===== config.mk =====
export PLATFORM = sky130hd
export DESIGN_NAME = burst_addr_gen
export DESIGN_NICKNAME = d
export VERILOG_FILES = /design/src/rtl/bac_pkg.sv /design/src/rtl/bac_rst_sync.sv /design/src/rtl/bac_mask_incr.sv /design/src/rtl/bac_readback.sv /design/src/rtl/burst_addr_gen.sv
export SDC_FILE = /design/constraint.sdc
export NUM_CORES = 1
export LEC_CHECK = 0
export ABC_AREA = 1
export BUFFER_PORTS_ARGS = -buffer_cell sky130_fd_sc_hd__buf_2
export CAP_MARGIN = 20
export CELL_PAD_IN_SITES_DETAIL_PLACEMENT = 0
export CELL_PAD_IN_SITES_GLOBAL_PLACEMENT = 1
export CORE_ASPECT_RATIO = 0.8
export CORE_MARGIN = 3
export CORE_UTILIZATION = 43
export DETAILED_ROUTE_END_ITERATION = 12
export GPL_ROUTABILITY_DRIVEN = 0
export HOLD_SLACK_MARGIN = 0.05
export PLACE_DENSITY = 0.82
export SLEW_MARGIN = 20
export SYNTH_ARGS = -nofsm -noshare
export SYNTH_HDL_FRONTEND = slang
export SYNTH_SLANG_ARGS = --single-unit

===== constraint.sdc =====
create_clock -name clk -period 2.4 [get_ports clk]
set_input_delay 0.12 -clock clk [delete_from_list [all_inputs] [get_ports clk]]
set_output_delay 0.12 -clock clk [all_outputs]
set_load 0.1 [all_outputs]

===== src/rtl/bac_pkg.sv =====
package bac_pkg;

  typedef enum logic [2:0] {
    OP_HOLD   = 3'd0,
    OP_LOAD   = 3'd1,
    OP_INCR   = 3'd2,
    OP_LDMASK = 3'd3,
    OP_RETX   = 3'd4,
    OP_RDCNT  = 3'd5,
    OP_RDMASK = 3'd6,
    OP_SPARE  = 3'd7
  } bac_op_e;

  localparam int unsigned BAC_MIN_SYNC = 2;

endpackage


===== src/rtl/bac_rst_sync.sv =====
module bac_rst_sync #(
  parameter int STAGES = 2
) (
  input  logic clk,
  input  logic rst_n,
  output logic rst_sync_n
);

  logic [STAGES-1:0] sr_q;

  always_ff @(posedge clk or negedge rst_n) begin
    if (!rst_n) begin
      sr_q <= '0;
    end else begin
      sr_q <= {sr_q[STAGES-2:0], 1'b1};
    end
  end

  assign rst_sync_n = sr_q[STAGES-1];

endmodule


===== src/rtl/bac_mask_incr.sv =====
// Increment restricted to masked bits; carry ripples past unmasked bits.
module bac_mask_incr #(
  parameter int W = 16
) (
  input  logic [W-1:0] cnt,
  input  logic [W-1:0] mask,
  output logic [W-1:0] nxt,
  output logic         wrap
);

  logic [W:0] carry;

  assign carry[0] = 1'b1;

  for (genvar i = 0; i < W; i++) begin : g_bit
    assign nxt[i]     = mask[i] ? (cnt[i] ^ carry[i]) : cnt[i];
    assign carry[i+1] = mask[i] ? (cnt[i] & carry[i]) : carry[i];
  end

  assign wrap = carry[W];

endmodule


===== src/rtl/bac_readback.sv =====
module bac_readback #(
  parameter int W = 16
) (
  input  logic         clk,
  input  logic         rst_n,
  input  logic         sel_cnt,
  input  logic         sel_mask,
  input  logic [W-1:0] cnt,
  input  logic [W-1:0] mask,
  output logic [W-1:0] data_o,
  output logic         vld_o
);

  logic [W-1:0] data_d;
  logic         vld_d;

  always_comb begin
    vld_d  = sel_cnt | sel_mask;
    data_d = '0;
    if (sel_cnt) begin
      data_d = cnt;
    end else if (sel_mask) begin
      data_d = mask;
    end
  end

  always_ff @(posedge clk or negedge rst_n) begin
    if (!rst_n) begin
      data_o <= '0;
      vld_o  <= 1'b0;
    end else begin
      data_o <= data_d;
      vld_o  <= vld_d;
    end
  end

endmodule


===== src/rtl/burst_addr_gen.sv =====
module burst_addr_gen
  import bac_pkg::*;
#(
  parameter int ADDR_W      = 16,
  parameter int SYNC_STAGES = 2
) (
  input  logic              clk,
  input  logic              rst_n,
  input  logic [2:0]        op_i,
  input  logic [ADDR_W-1:0] addr_i,
  output logic [ADDR_W-1:0] mem_addr_o,
  output logic [ADDR_W-1:0] rdbk_o,
  output logic              rdbk_vld_o,
  output logic              wrap_irq_o
);

  localparam int STG = (SYNC_STAGES < BAC_MIN_SYNC) ? BAC_MIN_SYNC : SYNC_STAGES;

  logic              rst_sync_n;
  bac_op_e           op;
  logic [ADDR_W-1:0] cnt_q, cnt_d, mask_q, mask_d, base_q, base_d;
  logic              irq_q, irq_d;
  logic              cnt_en, mask_en, base_en, irq_en;
  logic [ADDR_W-1:0] incr_val;
  logic              incr_wrap;

  assign op = bac_op_e'(op_i);

  bac_rst_sync #(.STAGES(STG)) u_rst_sync (
    .clk        (clk),
    .rst_n      (rst_n),
    .rst_sync_n (rst_sync_n)
  );

  bac_mask_incr #(.W(ADDR_W)) u_incr (
    .cnt  (cnt_q),
    .mask (mask_q),
    .nxt  (incr_val),
    .wrap (incr_wrap)
  );

  // next-state
  always_comb begin
    cnt_d   = cnt_q;
    mask_d  = mask_q;
    base_d  = base_q;
    irq_d   = irq_q;
    cnt_en  = 1'b0;
    mask_en = 1'b0;
    base_en = 1'b0;
    irq_en  = 1'b0;
    case (op)
      OP_LOAD: begin
        cnt_d   = addr_i;
        base_d  = addr_i;
        irq_d   = 1'b0;
        cnt_en  = 1'b1;
        base_en = 1'b1;
        irq_en  = 1'b1;
      end
      OP_INCR: begin
        cnt_d  = incr_val;
        cnt_en = 1'b1;
        if (incr_wrap) begin
          irq_d  = 1'b1;
          irq_en = 1'b1;
        end
      end
      OP_LDMASK: begin
        mask_d  = addr_i;
        mask_en = 1'b1;
      end
      OP_RETX: begin
        cnt_d  = base_q & ~mask_q;
        irq_d  = 1'b0;
        cnt_en = 1'b1;
        irq_en = 1'b1;
      end
      default: begin
      end
    endcase
  end

  // state registers
  always_ff @(posedge clk or negedge rst_sync_n) begin
    if (!rst_sync_n) begin
      cnt_q  <= '0;
      mask_q <= '1;
      base_q <= '0;
      irq_q  <= 1'b0;
    end else begin
      if (cnt_en)  cnt_q  <= cnt_d;
      if (mask_en) mask_q <= mask_d;
      if (base_en) base_q <= base_d;
      if (irq_en)  irq_q  <= irq_d;
    end
  end

  bac_readback #(.W(ADDR_W)) u_rdbk (
    .clk      (clk),
    .rst_n    (rst_sync_n),
    .sel_cnt  (op == OP_RDCNT),
    .sel_mask (op == OP_RDMASK),
    .cnt      (cnt_q),
    .mask     (mask_q),
    .data_o   (rdbk_o),
    .vld_o    (rdbk_vld_o)
  );

  assign mem_addr_o = cnt_q;
  assign wrap_irq_o = irq_q;

endmodule


**Word-level counts from Yosys, hierarchy flattened**

Index checks and enable logic that the tools add are counted.

- Reductions and logical operators: 23
- Muxes and demuxes: 42
- Bitwise gates (word level): 34
- Eq/ne operators: 23

Operators by type and width:

| kind | number |
|---|---|
| $reduce_and 3->1 | 17 |
| $pmux 16 s3 | 1 |
| $mux 1 | 37 |
| $ne 2x2->1 const B | 17 |
| $mux 16 | 2 |
| $and 16x16->16 | 1 |
| $not 16->16 | 1 |
| $and 1x1->1 | 15 |
| $xor 1x1->1 | 15 |
| $eq 3x3->1 const B | 3 |
| $eq 3x2->1 const B | 2 |
| $pmux 1 s2 | 2 |
| $reduce_and 2->1 | 2 |
| $eq 3x1->1 const B | 1 |
| $reduce_bool 3->1 | 1 |
| $reduce_or 3->1 | 1 |
| $reduce_bool 2->1 | 1 |
| $reduce_or 2->1 | 1 |
| $not 1->1 | 1 |
| $or 1x1->1 | 1 |

- Register bits after elaboration: 68
- Output and inout bits: 34
- Input port bits: 21
- Word-level logic and storage cells: 144

**Logic depth before layout (Yosys ltp)**

Gate-level depths: netlist (run 1).

- Depth after elaboration: 34
- Depth in mapped cells: 55
- Depth with buffers taken out: 55

**Modules after synthesis**

A second synthesis (run 1) with hierarchy kept.

- Cells, all modules: 508
- Area total of the unflattened synthesis: 3,917.5 µm²

Modules (own cells, without submodules):

| module | cells an instance | times used | seq. area each (µm²) | area each (µm²) |
|---|---|---|---|---|
| burst_addr_gen | 306 | 1 | 1,246.2 | 2,356.0 |
| bac_readback | 72 | 1 | 425.4 | 785.8 |
| bac_mask_incr | 127 | 1 | 0.0 | 721.9 |
| bac_rst_sync | 3 | 1 | 50.0 | 53.8 |

**Least setup slack after synthesis (run 1)**

Ideal clock, no wire load.

- Path type: register to register
- Start: register cnt_q[0], in the netlist mem_addr_o[0]
- End: register cnt_q[15], in the netlist mem_addr_o[15]
- Data required time: 2.271 ns
- Path slack: -5.427 ns
- Cell stages (with the launch flop): 56
- Setup time: 0.129 ns
- Arrival: 7.698 ns
- Buffers on the path: 0
- Cell sequence: dfrtp_1 > inv_1 > nand2_1 > ha_1 > nand2_1 > nand2_1 > ha_1 > or2_1 > nand2_1 > inv_1 > ha_1 > nand2_1 > nand2_1 > ha_1 > nand2_1 > nand2_1 > ha_1 > or2_2 > [... 20 more ...] > nand2_1 > inv_1 > ha_1 > nand2_1 > nand2_1 > ha_1 > inv_1 > o21ai_0 > ha_1 > nor2_1 > nor3_1 > o21ai_1 > nand2_1 > ha_1 > nand2_1 > o21ai_0 > a311oi_1 > a21oi_1

- Cells in the longest elaborated chain, start to end: 32

RTL lines:

| item | line | source |
|---|---|---|
| start: declaration | burst_addr_gen.sv:21 | `logic [ADDR_W-1:0] cnt_q, cnt_d, mask_q, mask_d, base_q, base_d;` |
| start signal: assignment | burst_addr_gen.sv:92 | `if (cnt_en) cnt_q <= cnt_d;` |
| $mux 1 * | bac_mask_incr.sv:17 | `assign carry[i+1] = mask[i] ? (cnt[i] & carry[i]) : carry[i];` |
| $and 1x1->1 | bac_mask_incr.sv:17 |  |
| $mux 1 * | bac_mask_incr.sv:17 |  |
| $and 1x1->1 | bac_mask_incr.sv:17 |  |
| $mux 1 * | bac_mask_incr.sv:17 |  |
| $and 1x1->1 | bac_mask_incr.sv:17 |  |
| $mux 1 * | bac_mask_incr.sv:17 |  |
| $and 1x1->1 | bac_mask_incr.sv:17 |  |
| [... 16 more ...] | -- |  |
| $mux 1 * | bac_mask_incr.sv:17 |  |
| $and 1x1->1 | bac_mask_incr.sv:17 |  |
| $mux 1 * | bac_mask_incr.sv:17 |  |
| $and 1x1->1 | bac_mask_incr.sv:17 |  |
| $mux 1 * | bac_mask_incr.sv:17 |  |
| $xor 1x1->1 * | bac_mask_incr.sv:16 | `assign nxt[i] = mask[i] ? (cnt[i] ^ carry[i]) : cnt[i];` |
| $mux 1 * | bac_mask_incr.sv:16 |  |
| $pmux 16 s3 * | burst_addr_gen.sv:52 | `case (op)` |

Mark *: on every way between the ends. The rest lies on a longest branch, timed or not. The select of a mux whose other input is x is not followed.
A chain may end at the register's enable or synchronous reset.

**Final worst setup path (run 1)**

- Start: register mask_q[0]
- End: register cnt_q[15], in the netlist mem_addr_o[15]

- Cells in the longest elaborated chain, start to end: 32

RTL lines:

| item | line | source |
|---|---|---|
| start: declaration | burst_addr_gen.sv:21 |  |
| start signal: assignment | burst_addr_gen.sv:93 | `if (mask_en) mask_q <= mask_d;` |
| $mux 1 * | bac_mask_incr.sv:17 |  |
| $and 1x1->1 | bac_mask_incr.sv:17 |  |
| $mux 1 * | bac_mask_incr.sv:17 |  |
| $and 1x1->1 | bac_mask_incr.sv:17 |  |
| $mux 1 * | bac_mask_incr.sv:17 |  |
| $and 1x1->1 | bac_mask_incr.sv:17 |  |
| $mux 1 * | bac_mask_incr.sv:17 |  |
| $and 1x1->1 | bac_mask_incr.sv:17 |  |
| [... 16 more ...] | -- |  |
| $mux 1 * | bac_mask_incr.sv:17 |  |
| $and 1x1->1 | bac_mask_incr.sv:17 |  |
| $mux 1 * | bac_mask_incr.sv:17 |  |
| $and 1x1->1 | bac_mask_incr.sv:17 |  |
| $mux 1 * | bac_mask_incr.sv:17 |  |
| $xor 1x1->1 * | bac_mask_incr.sv:16 |  |
| $mux 1 * | bac_mask_incr.sv:16 |  |
| $pmux 16 s3 * | burst_addr_gen.sv:52 |  |

Marked as above.

==> results of run 1 <==
[cell type report]
| type | count | area, um^2 |
|---|---|---|
| fill | 676 | 2648 |
| clock buffer | 12 | 155.1 |
| tap | 105 | 131.4 |
| multi-input combinational | 266 | 1824 |
| clock inverter | 4 | 47.55 |
| timing repair buffer | 137 | 937.1 |
| inverter | 63 | 239.0 |
| sequential | 68 | 1725 |
[cells by family (layout without fill, tap and decap cells)]
kind of cell	count (synthesis)	in the layout	synth area share, %
AO/OA/AOI/OAI	113	113	18.36
adder cells (fa/ha/maj)	15	15	5.297
buffers and inverters	77	216	8.404
flip-flops	68	68	48.59
other	1	1	0.1058
AND/OR/NAND/NOR	137	137	19.24
[registers in the layout, summed over array words and instances, names as in the netlist]
name,flops
wrap_irq_o,1
u_rst_sync.sr_q,2
u_rdbk.data_o,16
mem_addr_o,16
u_rdbk.vld_o,1
mask_q,16
base_q,16
[routing by layer]
metal	GRT usage, %	up-vias
li1	-	1651
met1	28.61	1603
met2	37.87	94
met3	5.263	6
met4	5.734	0
met5	0	-
[stage by stage]
stage	instances	utilization [%]	setup TNS, ns	cell area (um^2)
after global routing	655	65.65	-34.87	5060
after CTS	653	64.27	-31.45	4954
after global placement	613	58.43	-29.99	4503
after floorplan	411	-	-32.09	3734
after detailed placement	613	58.43	-31.30	4503
final	655	65.65	-31.55	5060
[placed cells by master (no fill, tap or decap), drive strengths merged, types with 10 or more instances in the layout]
| cell type | n |
|---|---|
| ha | 15 |
| nand3 | 30 |
| nand2 | 88 |
| dfstp | 16 |
| o22ai | 17 |
| inv | 62 |
| dfrtp | 52 |
| clkbuf | 12 |
| or2 | 10 |
| a21oi | 16 |
| dlygate4sd3 | 10 |
| o21ai | 64 |
| buf | 127 |
| a311oi | 16 |
[power groups by stage]
stage | Clock, mW | Combinational, mW | Sequential (mW)
floorplan | 0 | 0.820 | 2.15
global placement | 0 | 2.01 | 1.51
detailed placement | 0 | 2.06 | 1.51
CTS | 0.992 | 2.18 | 1.49
global route | 1.05 | 2.49 | 1.52
finish | 0.964 | 2.30 | 1.50
[worst max-delay path, delay by kind of cell, from the launching register on]
kind	cells	cell delay, ns
compound gates	5	0.49
fa+ha+maj	13	2.10
buf+inv	8	0.34
flops	1	0.54
simple gates	26	3.08
[final timing paths]
| kind | to | slack [ns] |
|---|---|---|
| hold reg to reg | base_q[2] | 0.25 |
| max in group asynchronous | mask_q[15] | 1.64 |
| setup / recovery | mem_addr_o[15] | -4.26 |
| setup reg to reg | mem_addr_o[15] | -4.26 |
| min in group asynchronous | u_rst_sync.sr_q[1] | 0.08 |
| hold / removal | mask_q[3] | 0.07 |
[repair_timing]
item                                    4_1_cts  5_1_grt
setup buffers                                19        6
cloned                                        0        0
resized for setup                            11       20
hold endpoints to repair                     11        0
endpoints found under the setup margin       13       13
pin swaps                                    16       10
hold buffers                                 10        0
==> results.json, run 1 <==
{
  "status": "finished with violations",
  "violations": "negative setup slack",
  "worst_slew_pin_slew_ns": 0.8557,
  "worst_r2r_startpoint": "mask_q[0]",
  "p_sw_mw": 2.032,
  "cts_tree": "built",
  "die_height_um": 87.20,
  "critical_path.max_stage_delay_ns": 0.54,
  "wl_met2_um": 4853,
  "postSynthAreaPerCell_um2": 8.621,
  "rsz0062_at_grt": "true",
  "initial_core_util_pct": 45.97,
  "relSlewSlack_pct": 42.82,
  "num_antenna_cells": 0,
  "synth_edf_count": 0,
  "viasPerCell": 5.121,
  "max_freq_mhz": 150.1,
  "crit_start": "mask_q[0]",
  "vias": 3354,
  "area_delta_synth_final_pct": 42.80,
  "clock_latency_ns": 0.34,
  "async_flop_share_pct": 100.0,
  "syn-cell-area_um2": 3543,
  "synth_cells": 411,
  "start_kind": "register",
  "cts_buffer_depth": 2,
  "worstPathMaxFanout": 2,
  "path_clk_slew_ns": 0.07,
  "ys_seq_area_share_pct": 48.59,
  "core_um2": 7707,
  "top_layer_used": "met4",
  "maxCapViolCount": 0,
  "track_usage_pct": 22.22,
  "hold_slack_ns": 0.07072,
  "drtAntennaViolNets": 0,
  "ir_worst_vdd_mv": 0.5011,
  "std_cell_rows": 28,
  "fin_total_pwr_mw": 4.765,
  "die_area_um2": 9373,
  "hold_depth": 3,
  "fin_crit_sh_pct": 277.5,
  "die_w_um": 107.5,
  "clkPwrFrac_pct": 20.2,
  "synthTopCellsByCount": "nand2_1 (83), o21ai_0 (60), inv_1 (53), dfrtp_1 (52)",
  "antenna_found_initial": 0,
  "io-pin-count": 55,
  "grt_pass1_vias": 3426,
  "wirelength_um": 9926,
  "required_ns": 2.62,
  "route.met3.wl_um": 599,
  "yosysTopAreaCell": "dfrtp_1",
  "seqPwrFrac_pct": 31.5,
  "synth_top_area_share_pct": 36.72,
  "grt_max_degree": 45,
  "drt-met1-wl_um": 4425,
  "layout.nets": 581,
  "drcViolationCount": 0,
  "drtIter0Drc": 129,
  "worstRegToRegCells": 52,
  "cts.sink_count": 68,
  "synthDistinctLibCells": 26,
  "wl_per_cell_um": 15.15,
  "grt.overflow.total": 0,
  "hold_path.class": "in2reg",
  "finClkSkew_ns": 0.009619,
  "worstHoldStart": "addr_i[3]",
  "slew_violations": 0,
  "drive_above_1_share_pct": 45.45,
  "synth-seq-cells": 68,
  "grt_first_pass_wirelength_um": 16320,
  "finalSetupViolations": 12,
  "leakagePower_nw": 2.499,
  "critPathCaptureType": "register",
  "post-place-ws_ns": -4.303,
  "hold_viol": 0,
  "internal_power_mw": 2.733,
  "critPathKind": "reg2reg",
  "root_buffer": "clkbuf_8",
  "synth-main-ff-cell": "dfrtp_1",
  "htreeDepth": 3,
  "dr.pass1.iters": 4,
  "detailed_place_hpwl_um": 6340,
  "power_switching_share_pct": 42.64,
  "layout_setup_ws_ns": -4.260,
  "port_buffers": 54,
  "cpMaxStageDelayCell": "dfstp_2",
  "synth_area_leaders": "dfrtp_1 (37%), dfstp_2 (12%), nand2_1 (8.8%)",
  "synth.most_common_cell": "nand2_1",
  "cellPowerDensity_nw_per_um2": 941.8,
  "ys.warnings.count": 0,
  "syn-num-nets": 447,
  "crit_top_cell": "ha_4",
  "fin_crit_ns": 6.660,
  "arrival_ns": 6.88,
  "combPwrFrac_pct": 48.3,
  "cts_buffers": 9
}
Note: power is estimated with default switching activity, not from simulation.
==> inputs of run 2 (changes only) <==
--- a/config.mk
+++ b/config.mk
@@ -12,11 +12,11 @@
 export CELL_PAD_IN_SITES_GLOBAL_PLACEMENT = 1
 export CORE_ASPECT_RATIO = 0.8
 export CORE_MARGIN = 3
-export CORE_UTILIZATION = 43
+export CORE_UTILIZATION = 46
 export DETAILED_ROUTE_END_ITERATION = 12
 export GPL_ROUTABILITY_DRIVEN = 0
 export HOLD_SLACK_MARGIN = 0.05
-export PLACE_DENSITY = 0.82
+export PLACE_DENSITY = 0.87
 export SLEW_MARGIN = 20
 export SYNTH_ARGS = -nofsm -noshare
 export SYNTH_HDL_FRONTEND = slang
==> constraint.sdc (replaced) <==
create_clock -name clk -period 8.3 [get_ports clk]
set_input_delay 0.415 -clock clk [delete_from_list [all_inputs] [get_ports clk]]
set_output_delay 0.415 -clock clk [all_outputs]
set_load 0.1 [all_outputs]
==> run 2 against run 1 <==
- the flow now finishes without violations
- clock power fell by 69%
- routed wire length fell by 15%
- non-clock buffer count fell by 76
- count of clock-buffer cells in the layout did not move
- fmax fell by 14%
- flip-flop and latch count did not move
- global-route usage fell by 1.9 points
- die area fell by 6.1%
- via count fell by 11%
- clock skew fell by 0.00056 ns
- utilization fell by 7.5 points
- largest cell class is now flip-flops and latches
- largest power group unchanged
==> results.json, run 2 (synthesis gave the netlist of run 1 again) <==
{
  "status": "finished, final reports clean",
  "drtIter0Drc": 132,
  "fin_crit_sh_pct": 92.91,
  "core_um2": 7162,
  "crit_top_cell": "nand2_1",
  "grt_first_pass_wirelength_um": 14160,
  "layout.nets": 505,
  "worst_slew_pin_slew_ns": 0.9432,
  "arrival_ns": 7.94,
  "wirelength_um": 8412,
  "initial_core_util_pct": 49.48,
  "leakagePower_nw": 2.122,
  "drcViolationCount": 0,
  "fin_crit_ns": 7.712,
  "hold_path.class": "in2reg",
  "ir_worst_vdd_mv": 0.1702,
  "port_buffers": 54,
  "area_delta_synth_final_pct": 17.62,
  "critical_path.max_stage_delay_ns": 0.56,
  "drtAntennaViolNets": 0,
  "track_usage_pct": 20.27,
  "cts_tree": "built",
  "final_common_cell": "nand2_1",
  "critPathKind": "reg2reg",
  "slew_violations": 0,
  "wl_per_cell_um": 14.63,
  "drive_above_1_share_pct": 28.69,
  "num_antenna_cells": 0,
  "path_clk_slew_ns": 0.07,
  "io-pin-count": 55,
  "worstPathMaxFanout": 4,
  "cellPowerDensity_nw_per_um2": 286.9,
  "layout_common_cells": "nand2_1 (80), o21ai_0 (59), buf_2 (54)",
  "relSlewSlack_pct": 36.94,
  "cts_buffer_depth": 2,
  "critPathCaptureType": "register",
  "viasPerCell": 5.177,
  "max_freq_mhz": 129.7,
  "start_kind": "register",
  "finalSetupViolations": 0,
  "required_ns": 8.52,
  "clock_latency_ns": 0.35,
  "die_height_um": 84.50,
  "hold_viol": 0,
  "cts_buffers": 9,
  "antenna_found_initial": 0,
  "vias": 2977,
  "htreeDepth": 3,
  "detailed_place_hpwl_um": 5390,
  "finClkSkew_ns": 0.009058,
  "grt.overflow.total": 0,
  "die_w_um": 104.1,
  "std_cell_rows": 27,
  "cts.sink_count": 68,
  "root_buffer": "clkbuf_8",
  "dr.pass1.iters": 5,
  "grt_max_degree": 67,
  "grt_pass1_vias": 2976,
  "maxCapViolCount": 0,
  "final_core_util_pct": 58.19,
  "finalSetupTns_ns": 0,
  "die_area_um2": 8799,
  "cpMaxStageDelayCell": "dfstp_2"
}
## run 2: cell types whose count changed in the layout (fill, tap and decap cells not counted), sizes merged
cell	previous run	this run
buf	127	60
clkinv	3	2
bufinv	1	2
dlygate4sd3	10	1
## run 2: final cells by class
type	count	area, um^2
Fill cell	653	2994
Sequential cell	68	1723
Timing Repair Buffer	61	325.3
Tap cell	101	126.4
Clock inverter	4	72.57
Inverter	63	236.5
Multi-Input combinational cell	266	1539
Clock buffer	12	145.1
## run 2: what timing repair did
item,in CTS,in global routing
buffers inserted,0,3
hold buffers,1,0
resized for setup,0,5
endpoints found under the setup margin,0,1
hold endpoints to repair,2,0
## run 2: where the power goes
part	switching, mW	internal, mW
Sequential	0.0400	0.391
Combinational	0.350	0.115
Clock	0.123	0.177
## run 2: critical path, delay by kind of cell (launching register included)
kind	cells	cell delay [ns]
AND/OR/NAND/NOR	27	3.45
adder cells (fa/ha/maj)	14	2.66
buffers and inverters	8	0.34
AO/OA/AOI/OAI	5	0.56
flip-flops	1	0.56
## run 2: per-stage QoR
stage          power [mW]  setup WS [ns]  instances  hold slack, ns  area (um^2)
2_1_floorplan      0.8081         0.4726        411          0.1194         3543
6_report            1.196         0.5884        575          0.3170         4168
5_1_grt             1.277       -0.03154        575          0.3248         4168
3_3_place_gp       0.8857         0.6318        555          0.1999         3902
3_5_place_dp       0.8938         0.5043        555          0.2031         3902
4_1_cts             1.200         0.4733        572          0.3117         4130
## run 2: final timing paths
check | from | to | slack, ns | cells past startpoint
max | mask_q[0] | mem_addr_o[15] | 0.59 | 54
min | addr_i[5] | mask_q[5] | 0.32 | 3
max reg2reg | mask_q[0] | mem_addr_o[15] | 0.59 | 54
min reg2reg | u_rst_sync.sr_q[0] | u_rst_sync.sr_q[1] | 0.35 | 0
max in group asynchronous | u_rst_sync.sr_q[1] | u_rdbk.data_o[3] | 7.31 | 1
min in group asynchronous | rst_n | u_rst_sync.sr_q[0] | 0.38 | 2
## run 2: layer usage
metal  GRT usage, %  routed length [um]
met5              0                   0
met4          5.556                  95
met3          6.303                 507
met2          33.22                3827
met1          26.20                3982
